`src/rtl/baud_rate_gen.sv`:
```
module baud_rate_gen #(
  parameter int CHAIN_W   = 11,
  parameter int FRAC_MOD  = 128,
  parameter int FRAC_STEP = 3,
  parameter int HALF_200  = 384,
  parameter int HALF_50   = 1536,
  parameter int HALF_134  = 576,
  parameter int HALF_110  = 704
) (
  input  logic       clk,
  input  logic       rst_n,
  input  logic       xtal_in,
  input  logic       ext_clk,
  input  logic       use_xtal,
  input  logic [3:0] rate_sel,
  input  logic       mux_in,
  output logic       co,
  output logic [2:0] scan_q,
  output logic       bit_clk
);
  localparam int NDIV   = 4;
  localparam int DIV_W  = $clog2(HALF_200 + HALF_50 + HALF_134 + HALF_110);
  localparam int FRAC_W = $clog2(FRAC_MOD);
  localparam int B0     = 3;
  localparam int HALF [NDIV] = '{HALF_200, HALF_50, HALF_134, HALF_110};

  logic src_q, ext_q, armed, z, frac_q, sel_bit;
  logic [CHAIN_W-1:0] cnt;
  logic [FRAC_W-1:0]  acc;
  logic [FRAC_W:0]    acc_nxt;
  logic [NDIV-1:0]    dv;

  wire src  = use_xtal ? xtal_in : ext_clk;
  wire mrst = ext_clk & (use_xtal | armed);
  wire tick = src & ~src_q & ~mrst;

  always_ff @(posedge clk) begin
    if (!rst_n) begin
      src_q <= 1'b0;
      ext_q <= 1'b0;
      armed <= 1'b1;
    end else begin
      src_q <= src;
      ext_q <= ext_clk;
      if (use_xtal) armed <= 1'b1;
      else if (ext_q && !ext_clk) armed <= 1'b0;
    end
  end

  always_ff @(posedge clk) begin
    if (!rst_n || mrst) cnt <= '0;
    else if (tick) cnt <= cnt + 1'b1;
  end

  for (genvar g = 0; g < NDIV; g++) begin : g_div
    logic [DIV_W-1:0] dc;
    logic             dq;
    always_ff @(posedge clk) begin
      if (!rst_n || mrst) begin
        dc <= '0;
        dq <= 1'b0;
      end else if (tick) begin
        if (dc == DIV_W'(HALF[g] - 1)) begin
          dc <= '0;
          dq <= ~dq;
        end else begin
          dc <= dc + 1'b1;
        end
      end
    end
    assign dv[g] = dq;
  end

  assign acc_nxt = {1'b0, acc} + (FRAC_W+1)'(FRAC_STEP);

  always_ff @(posedge clk) begin
    if (!rst_n || mrst) begin
      acc    <= '0;
      frac_q <= 1'b0;
    end else if (tick) begin
      if (acc_nxt >= (FRAC_W+1)'(FRAC_MOD)) begin
        acc    <= FRAC_W'(acc_nxt - (FRAC_W+1)'(FRAC_MOD));
        frac_q <= ~frac_q;
      end else begin
        acc <= acc_nxt[FRAC_W-1:0];
      end
    end
  end

  always_comb begin
    case (rate_sel)
      4'd0, 4'd1: sel_bit = mux_in;
      4'd2:       sel_bit = dv[1];
      4'd3:       sel_bit = cnt[B0+7];
      4'd4:       sel_bit = dv[2];
      4'd5:       sel_bit = dv[0];
      4'd6:       sel_bit = cnt[B0+4];
      4'd7:       sel_bit = cnt[B0+2];
      4'd8:       sel_bit = cnt[B0];
      4'd9:       sel_bit = cnt[B0+1];
      4'd10:      sel_bit = frac_q;
      4'd11:      sel_bit = cnt[B0+3];
      4'd12:      sel_bit = cnt[B0+2];
      4'd13:      sel_bit = cnt[B0+5];
      4'd14:      sel_bit = cnt[B0+6];
      default:    sel_bit = dv[3];
    endcase
  end

  always_ff @(posedge clk) begin
    if (!rst_n || mrst) z <= 1'b0;
    else if (tick) z <= sel_bit;
  end

  assign co      = src_q;
  assign scan_q  = cnt[2:0];
  assign bit_clk = z;

  p_hold_in_reset_r2: assert property (@(posedge clk) disable iff (!rst_n)
    (use_xtal && ext_clk) |=> (scan_q == 3'd0 && bit_clk == 1'b0));

  p_init_clear_r3: assert property (@(posedge clk) disable iff (!rst_n)
    (!use_xtal && ext_clk && armed) |=> (scan_q == 3'd0));

  p_scan_step_r4: assert property (@(posedge clk) disable iff (!rst_n)
    tick |=> (scan_q == $past(scan_q) + 3'd1));

  p_im_pass_r8: assert property (@(posedge clk) disable iff (!rst_n)
    (tick && rate_sel[3:1] == 3'd0) |=> (bit_clk == $past(mux_in)));

  p_out_hold_r9: assert property (@(posedge clk) disable iff (!rst_n)
    (!tick && !mrst) |=> $stable(bit_clk));
endmodule

```
`config.mk`:
```
export PLATFORM = sky130hd
export DESIGN_NAME = baud_rate_gen
export DESIGN_NICKNAME = d
export VERILOG_FILES = /design/src/rtl/baud_rate_gen.sv
export SDC_FILE = /design/constraint.sdc
export NUM_CORES = 1
export LEC_CHECK = 0
export ABC_AREA = 1
export BUFFER_PORTS_ARGS = -buffer_cell sky130_fd_sc_hd__buf_2
export CAP_MARGIN = 20
export CORE_UTILIZATION = 56
export DETAILED_ROUTE_END_ITERATION = 12
export GPL_ROUTABILITY_DRIVEN = 0
export PLACE_DENSITY_LB_ADDON = 0.12
export SLEW_MARGIN = 40
export SYNTH_ARGS = -nofsm -noshare
export SYNTH_HDL_FRONTEND = slang
export SYNTH_SLANG_ARGS = --single-unit
```
`constraint.sdc`:
```
create_clock -name clk -period 1.5 [get_ports clk]
set_clock_uncertainty 0.2 [all_clocks]
set_input_delay 0.075 -clock clk [delete_from_list [all_inputs] [get_ports clk]]
set_output_delay 0.075 -clock clk [all_outputs]
set_load 0.01 [all_outputs]
```
==> impl_metrics.toml, run 1 <==
[status]
status = "finished, violations left"
violations = "negative hold slack, negative setup slack"

[clock_network]
cts_tree = "built"
htreeDepth = 3
clk_path_buf_depth = 2
cts_sinks = 75
clk_latency_ns = 0.37
numCtsBuffers = 9
holdBufCountCts = 3
cts_root_buffer = "clkbuf_8"
clk_pin_slew_ns = 0.09

[floorplanning]
fp.dieW_um = 87.9
die_height_um = 87.9
dieArea_sq_um = 7730
core-area_sq_um = 6980
start_util = 0.592
io_pins = 15
core.rowCount = 30

[worst_setup_path]
critical_path.top_delay_family = "simple AND/OR/NAND/NOR gates"
cp_slowest_cell = "dfxtp_1"
cp_max_fo = 4
required_ns = 1.57
crit_path_frequent_cell = "nand2_1"
crit_arrival_ns = 1.75
path_buf_inv = 3
startpoint_type = "flip-flop"
crit_type = "reg2reg"
slowest_delay_ns = 0.39
cp-end-kind = "flip-flop"
crit_path_cell_trace = "nand2_1 > inv_1 > nand4_1 > nor2_2 > nand2_4 > inv_4 > buf_6 > nand2_2 > nand2_1 > nor2_1"

[logic_synthesis]
synth_cell_type_count = 33
synth-seq-cells = 75
synth_area_leaders = "dfxtp_1 36%, nand2_1 16%, nor2_1 8.4%, inv_1 6.8%, a21oi_1 5.6%"
synth_area_sq_um = 4140
syn_nets = 662
synth-seq-area-share = 0.363
synth_area_per_cell_sq_um = 6.40
yosysTopAreaCellShare = 0.363
synth_cells = 646
ys.warnings.count = 0
synth_area_leader_cell = "dfxtp_1"

[timing]
setup_viol = 62
setup_slack_ns = -0.179
max_freq_mhz = 596
period_needed_ns = 1.68
hold_viol = 1
maxSlewViolCount = 0
grt_setup_unrepaired = "yes"
setup_tns_ns = -4.99
holdWs_ns = -0.196
relSlewSlack = 0.752
worst_pin_slew_ns = 0.368
period_share = 1.12

[min_path]
hold_class = "in2reg"

[placement]
dp_hpwl_mm = 7.42
io_buffers = 14
place_area_sq_um = 4840
dp_slack_ns = -0.186

[route]
vias = 4958
first_pass_iters = 7
avgRoutedWirePerCell_um = 16.3
finalWirelength_mm = 14.0
drt-initial-drc-count = 339
routed_via_density = 5.81
drcViolationCount = 0
drtAntennaViolNets = 0

[power_and_ir_drop]
leakagePower_nw = 2.32
power_density_nw_per_um2 = 678
vdd_drop_max_v = 0.000709

[final_layout]
antenna_cells = 0
finalInstanceArea_sq_um = 5880
final_cell_mix = "152 x nand2_1, 77 x buf_4, 71 x inv_1, 71 x nor2_1, 60 x dfxtp_1"
drive_above_1_share = 0.334
nets = 769
final_common_cell = "nand2_1"
fillers = 403
synthToLayoutAreaGrowth_pct = 42.2

[grt]
antenna_found_initial = 0
grt_max_degree = 21
grt.total_usage = 0.324
grt.overflow.total = 0
grt_pass1_wl_mm = 19.4
grt_pass1_vias = 4452

[flow_run]
drv_cap = 0
## where the power goes
part | leakage [nW] | internal [mW] | switching (mW)
Clock | 0.0787 | 0.601 | 0.837
Sequential | 0.612 | 2.01 | 0.0156
Combinational | 1.63 | 0.224 | 0.308
## metal layers
layer / vias up / global-route usage / share of wire
met4: 0 / 0.137 / 0.046
met3: 75 / 0.0716 / 0.077
met1: 2304 / 0.371 / 0.38
met2: 256 / 0.581 / 0.50
li1: 2323 / - / -
met5: - / 0 / 0
## cells by family after synthesis
| family | Yosys count | synth area share |
|---|---|---|
| xor+xnor | 9 | 0.0191 |
| buf+inv | 96 | 0.100 |
| compound gates | 72 | 0.0913 |
| fa+ha+maj | 6 | 0.0181 |
| flops | 75 | 0.363 |
| simple gates | 388 | 0.408 |
## worst paths after layout
path | start | to | slack (ns) | depth (start not counted)
worst max-delay path | g_div[0].dc[3]$_SDFFE_PP0P_ | g_div[0].dq$_SDFFE_PP0P_ | -0.18 | 10
worst min-delay path | use_xtal | armed$_SDFFE_PP1P_ | -0.20 | 2
worst max register to register | g_div[0].dc[3]$_SDFFE_PP0P_ | g_div[0].dq$_SDFFE_PP0P_ | -0.18 | 10
worst min register to register | bit_clk$_SDFFE_PP0P_ | bit_clk$_SDFFE_PP0P_ | 0.27 | 2
## registers in the layout, indices dropped and copies added, names as in the netlist
register  cells
armed         1
co            1
g_div.dc     48
bit_clk       1
cnt          11
frac_q        1
acc           7
ext_q         1
g_div.dq      4
## synthesized netlist by cell type
library cell and count:
xnor2_1 3, a21oi_1 46, nor2_2 1, nand4_1 27
clkbuf_1 2, o21bai_1 2, nand2_4 1, o22ai_1 2
dfxtp_1 75, xor2_1 6, and3_1 4, nor3_1 36
nand2_1 171, inv_1 75, buf_2 5, a211o_1 1
nand3b_1 3, buf_1 2, o21ai_0 15, nand3_1 46
ha_1 6, and2_1 1, nor2_4 2, o211ai_1 1
nor3_2 1, nor2_1 93, inv_2 2, buf_4 7
nand2_2 1, buf_6 3, o21ai_2 1, o21ai_1 4
nor3b_1 1
## final cells by class
type | instances | area, sq um | share of cell area
timing repair buffer | 113 | 982 | 0.167
clock buffer | 10 | 128 | 0.0217
multi-input combinational | 477 | 2790 | 0.475
sequential | 75 | 1520 | 0.259
tap | 96 | 120 | 0.0204
inverter | 77 | 294 | 0.0500
clock inverter | 6 | 41.3 | 0.00702
## timing repair
| action | CTS | global route |
|---|---|---|
| cloned | 4 | 2 |
| buffers inserted | 10 | 4 |
| resized for setup | 54 | 116 |
| pin swaps | 18 | 29 |
| setup endpoints to repair | 66 | 71 |
| endpoints found under the hold margin | 3 | 1 |
## stage by stage
step | util | std cells | power [mW]
2_1_floorplan | - | 646 | 2.25
3_3_place_gp | 0.694 | 815 | 2.38
3_5_place_dp | 0.694 | 815 | 2.39
4_1_cts | 0.767 | 848 | 3.87
5_1_grt | 0.842 | 854 | 4.10
6_report | 0.842 | 854 | 3.99
(Power assumes the default switching activity.)
==> inputs of run 2 (changes only) <==
CORE_UTILIZATION = 60   (was 56)
SETUP_SLACK_MARGIN = 0.1   (was not set)
clock period = 1.73 ns   (was 1.5 ns; I/O delays follow)
==> impl_metrics.toml, run 2 (synthesized netlist as in run 1, its figures left out) <==
[status]
status = "finished clean"

[final_layout]
final_common_cell = "nand2_1"
final_util = 0.787
synthToLayoutAreaGrowth_pct = 23.5
nets = 714
top_register = "g_div.dc"
largest_reg_flops = 48
final_cells = 780
fillers = 451
drive_above_1_share = 0.201
reg_top3 = "g_div.dc: 48 flops, cnt: 11 flops, acc: 7 flops"
antenna_cells = 0
final_cell_mix = "166 x nand2_1, 80 x nor2_1, 71 x inv_1"
finalInstanceArea_sq_um = 5110

[timing]
max_freq_mhz = 579
worst_pin_slew_ns = 0.363
hold_viol = 0
period_needed_ns = 1.73
relSlewSlack = 0.756
grt_setup_unrepaired = "yes"
period_share = 0.998
setup_slack_ns = 0.00422
maxSlewViolCount = 0
holdWs_ns = 0.0374
setup_viol = 0
setup_tns_ns = 0

[worst_setup_path]
crit_path_frequent_cell = "buf_12"
path_buf_inv = 4
slowest_delay_ns = 0.34
required_ns = 1.82
crit_type = "reg2reg"
cp_slowest_cell = "dfxtp_2"
startpoint_type = "flip-flop"
critical_path.top_delay_family = "buffers and inverters"
r2r_start = "armed$_SDFFE_PP1P_"
crit_path_cell_trace = "o21ai_4 > inv_2 > nor2_4 > buf_12 > buf_12 > clkbuf_16 > nand4_1 > a21oi_1"
r2r_setup_slack_ns = 0.004
crit_arrival_ns = 1.82
startpoint = "armed$_SDFFE_PP1P_"
cp_max_fo = 6
cp-end-kind = "flip-flop"

[route]
first_pass_iters = 6
avgRoutedWirePerCell_um = 14.2
vias = 4488
wl_met1_mm = 4.76
finalWirelength_mm = 11.1
wl_met2_mm = 5.30
drtAntennaViolNets = 0
top_layer_used = "met4"
drt-initial-drc-count = 320
routed_via_density = 5.75
drcViolationCount = 0
wl_met3_um = 797

[placement]
place_area_sq_um = 4440
dp_hpwl_mm = 6.67
dp_cells = 747
dp_slack_ns = 0.00508
io_buffers = 14

[grt]
grt_pass1_vias = 3880
grt.overflow.total = 0
grt_pass1_wl_mm = 16.4
antenna_found_initial = 0
grt.total_usage = 0.279
grt_max_degree = 24

[clock_network]
htreeDepth = 3
clk_pin_slew_ns = 0.08
numCtsBuffers = 9
cts_tree = "built"
clk_latency_ns = 0.36
cts_root_buffer = "clkbuf_8"
cts_sinks = 75
clk_path_buf_depth = 2

[floorplanning]
fp.dieW_um = 85.0
io_pins = 15
die_height_um = 85.0
start_util = 0.637
core.rowCount = 29
dieArea_sq_um = 7230
core-area_sq_um = 6490

[min_path]
min-delay-start = "rate_sel[2]"
hold_class = "in2reg"

[flow_run]
drv_cap = 0

[power_and_ir_drop]
leakagePower_nw = 1.90
finalPower_mw = 3.52
power_density_nw_per_um2 = 689
vdd_drop_max_v = 0.000598
==> run 2: cell count changes in the layout (fill, tap and decap cells not counted), moves of 6 or more <==
cell,previous run,this run
nor3_1,22,29
nand2_1,152,166
nor3_2,14,8
nand2_2,11,4
buf_4,77,27
a21oi_1,22,37
nor2_1,71,80
nand2_4,11,3
nor2_4,14,3
a21oi_2,22,9
==> run 2: power breakdown <==
group,switching [mW],leakage [nW],internal [mW]
clock network,0.678,0.106,0.744
registers,0.0141,0.610,1.74
logic,0.197,1.18,0.149
==> run 2: tightest hold or removal path, stage by stage <==
cell,delay (ns)
buf_2,0.14
nor2_1,0.05
nand2_1,0.06
nand2_1,0.05
inv_1,0.04
nand2_1,0.04
nand2_1,0.05
a21oi_1,0.05
==> run 2: timing repair <==
| action | CTS | global route |
|---|---|---|
| gates resized for setup | 16 | 63 |
| pin swaps | 6 | 25 |
| endpoints found under the setup margin | 26 | 55 |
| cloned | 0 | 3 |
| hold buffers | 4 | 0 |
| hold endpoints to repair | 3 | 0 |
| setup buffers | 4 | 6 |
==> run 2: worst paths after layout <==
path | endpoint | depth (start not counted)
min reg2reg | bit_clk$_SDFFE_PP0P_ | 2
max reg2reg | acc[5]$_SDFFE_PP0P_ | 8
max | acc[5]$_SDFFE_PP0P_ | 8
min | bit_clk$_SDFFE_PP0P_ | 8
==> run 2: layout make-up <==
class                      count  area, sq um  area share
clock buffer                  12          155      0.0304
inverter                      77          289      0.0566
sequential                    75         1520       0.297
tap                           77         96.3      0.0189
timing repair buffer          60          576       0.113
clock inverter                 4         48.8     0.00955
multi-input combinational    475         2430       0.475
==> run 2: per-layer routing <==
metal | vias to the layer above | GRT usage
li1 | 2188 | -
met1 | 2071 | 0.363
met2 | 194 | 0.457
met3 | 35 | 0.0593
met4 | 0 | 0.100
met5 | - | 0
==> inputs of run 3 (changes only) <==
CTS_BUF_LIST = sky130_fd_sc_hd__clkbuf_8   (was not set)
PLACE_DENSITY = 0.81   (was not set)
PLACE_DENSITY_LB_ADDON = not set   (was 0.12)
==> impl_metrics.toml, run 3 (synthesized netlist as in run 1, its figures left out) <==
[route]
routed_via_density = 5.94
vias = 4646
first_pass_iters = 6
drtAntennaViolNets = 0
drcViolationCount = 0
finalWirelength_mm = 12.0
avgRoutedWirePerCell_um = 15.4
drt-initial-drc-count = 515

[final_layout]
drive_above_1_share = 0.200
fillers = 437
register_area_sq_um = 1520
nets = 716
reg_top3 = "g_div.dc: 48 flops, cnt: 11 flops, acc: 7 flops"
multi_input_area_sq_um = 2440
final_util = 0.789
final_cell_mix = "166 x nand2_1, 77 x nor2_1, 72 x inv_1"
top_register = "g_div.dc"
antenna_cells = 0
final_common_cell = "nand2_1"
largest_reg_flops = 48
synthToLayoutAreaGrowth_pct = 23.9

[power_and_ir_drop]
finalPower_mw = 3.49
vdd_drop_max_v = 0.000691
power_density_nw_per_um2 = 680
leakagePower_nw = 1.93

[grt]
grt_pass1_wl_mm = 17.3
grt.overflow.total = 0
grt-busiest-layer = "met2"
grt_max_degree = 20
antenna_found_initial = 0
grt_pass1_vias = 4000
grtUsageMet1 = 0.365
grt_use_met3 = 0.0613
grt.total_usage = 0.293
met2_usage = 0.506

[worst_setup_path]
startpoint = "armed$_SDFFE_PP1P_"
cp_max_fo = 6
r2r_start = "armed$_SDFFE_PP1P_"
cp-end-kind = "flip-flop"
required_ns = 1.82
crit_type = "reg2reg"
crit_arrival_ns = 1.79
startpoint_type = "flip-flop"

[clock_network]
numCtsBuffers = 9
clk_latency_ns = 0.36
cts_root_buffer = "clkbuf_8"
cts_tree = "built"
cts_sinks = 75
htreeDepth = 3
clk_path_buf_depth = 2
clk_pin_slew_ns = 0.08

[timing]
maxSlewViolCount = 0
relSlewSlack = 0.739
period_share = 0.987
setup_tns_ns = 0
period_needed_ns = 1.71
setup_viol = 0
hold_viol = 0
max_freq_mhz = 586
worst_pin_slew_ns = 0.389
grt_setup_unrepaired = "yes"

[status]
status = "finished clean"

[floorplanning]
fp.dieW_um = 85.0
core.rowCount = 29
io_pins = 15
start_util = 0.637
core-area_sq_um = 6490
die_height_um = 85.0
dieArea_sq_um = 7230

[placement]
dp_hpwl_mm = 6.78
io_buffers = 14

[min_path]
min-delay-start = "use_xtal"
hold_class = "in2reg"

[flow_run]
drv_cap = 0
-- run 3: cell types whose count changed in the layout (fill, tap and decap cells not counted), sizes merged --
cell,delta
inv,+1
clkbuf,-1
buf,+1
clkinvlp,+1
-- run 3: worst paths after layout --
path | end | slack (ns) | cells past startpoint
worst max-delay path | g_div[1].dc[9]$_SDFFE_PP0P_ | 0.02 | 8
worst min-delay path | cnt[0]$_SDFFE_PP0P_ | 0.02 | 4
worst max register to register | g_div[1].dc[9]$_SDFFE_PP0P_ | 0.02 | 8
worst min register to register | acc[6]$_SDFFE_PP0P_ | 0.28 | 2
-- run 3: cell type report --
class                           instances  share of cell area
Multi-Input combinational cell        475               0.477
Sequential cell                        75               0.296
Timing Repair Buffer                   62               0.114
Inverter                               77              0.0569
Clock buffer                           10              0.0269
Tap cell                               77              0.0188
Clock inverter                          6              0.0110
-- run 3: metrics by stage --
| step | cells | hold WS (ns) | cell area [sq um] | setup WS, ns |
|---|---|---|---|---|
| after floorplan | 646 | -0.0200 | 4140 | 0.125 |
| after global placement | 743 | 0.0807 | 4380 | 0.0722 |
| after detailed placement | 743 | 0.104 | 4380 | -0.0407 |
| after CTS | 769 | 0.00863 | 4720 | 0.0833 |
| after global routing | 782 | 0.0594 | 5120 | -0.0963 |
| final | 782 | 0.0159 | 5120 | 0.0228 |
-- run 3: repair_timing --
| item | 4_1_cts | 5_1_grt |
|---|---|---|
| hold endpoints to repair | 3 | 0 |
| gates resized for setup | 13 | 73 |
| setup buffers | 5 | 9 |
| hold buffers | 4 | 0 |
| pin swaps | 4 | 25 |
| endpoints found under the setup margin | 30 | 69 |
| gates cloned | 1 | 4 |
-- run 3: where the power goes --
part           leakage, nW  switching [mW]  total (mW)  internal [mW]
combinational         1.22           0.209       0.362          0.153
clock                0.103           0.676        1.37          0.693
sequential           0.610          0.0141        1.75           1.74
-- run 3: layer usage --
layer / vias to the layer above / wire (um)
met5: - / 0
met3: 56 / 1040
met2: 281 / 5770
met4: 0 / 457
met1: 2098 / 4780
li1: 2211 / -
-- run 3: worst max-delay path: stages (launching register included) --
cell       delay [ns]
dfxtp_2          0.34
o21ai_4          0.18
inv_2            0.08
nor2_4           0.13
buf_12           0.14
buf_8            0.13
clkbuf_16        0.16
nand4_1          0.13
a21oi_1          0.15
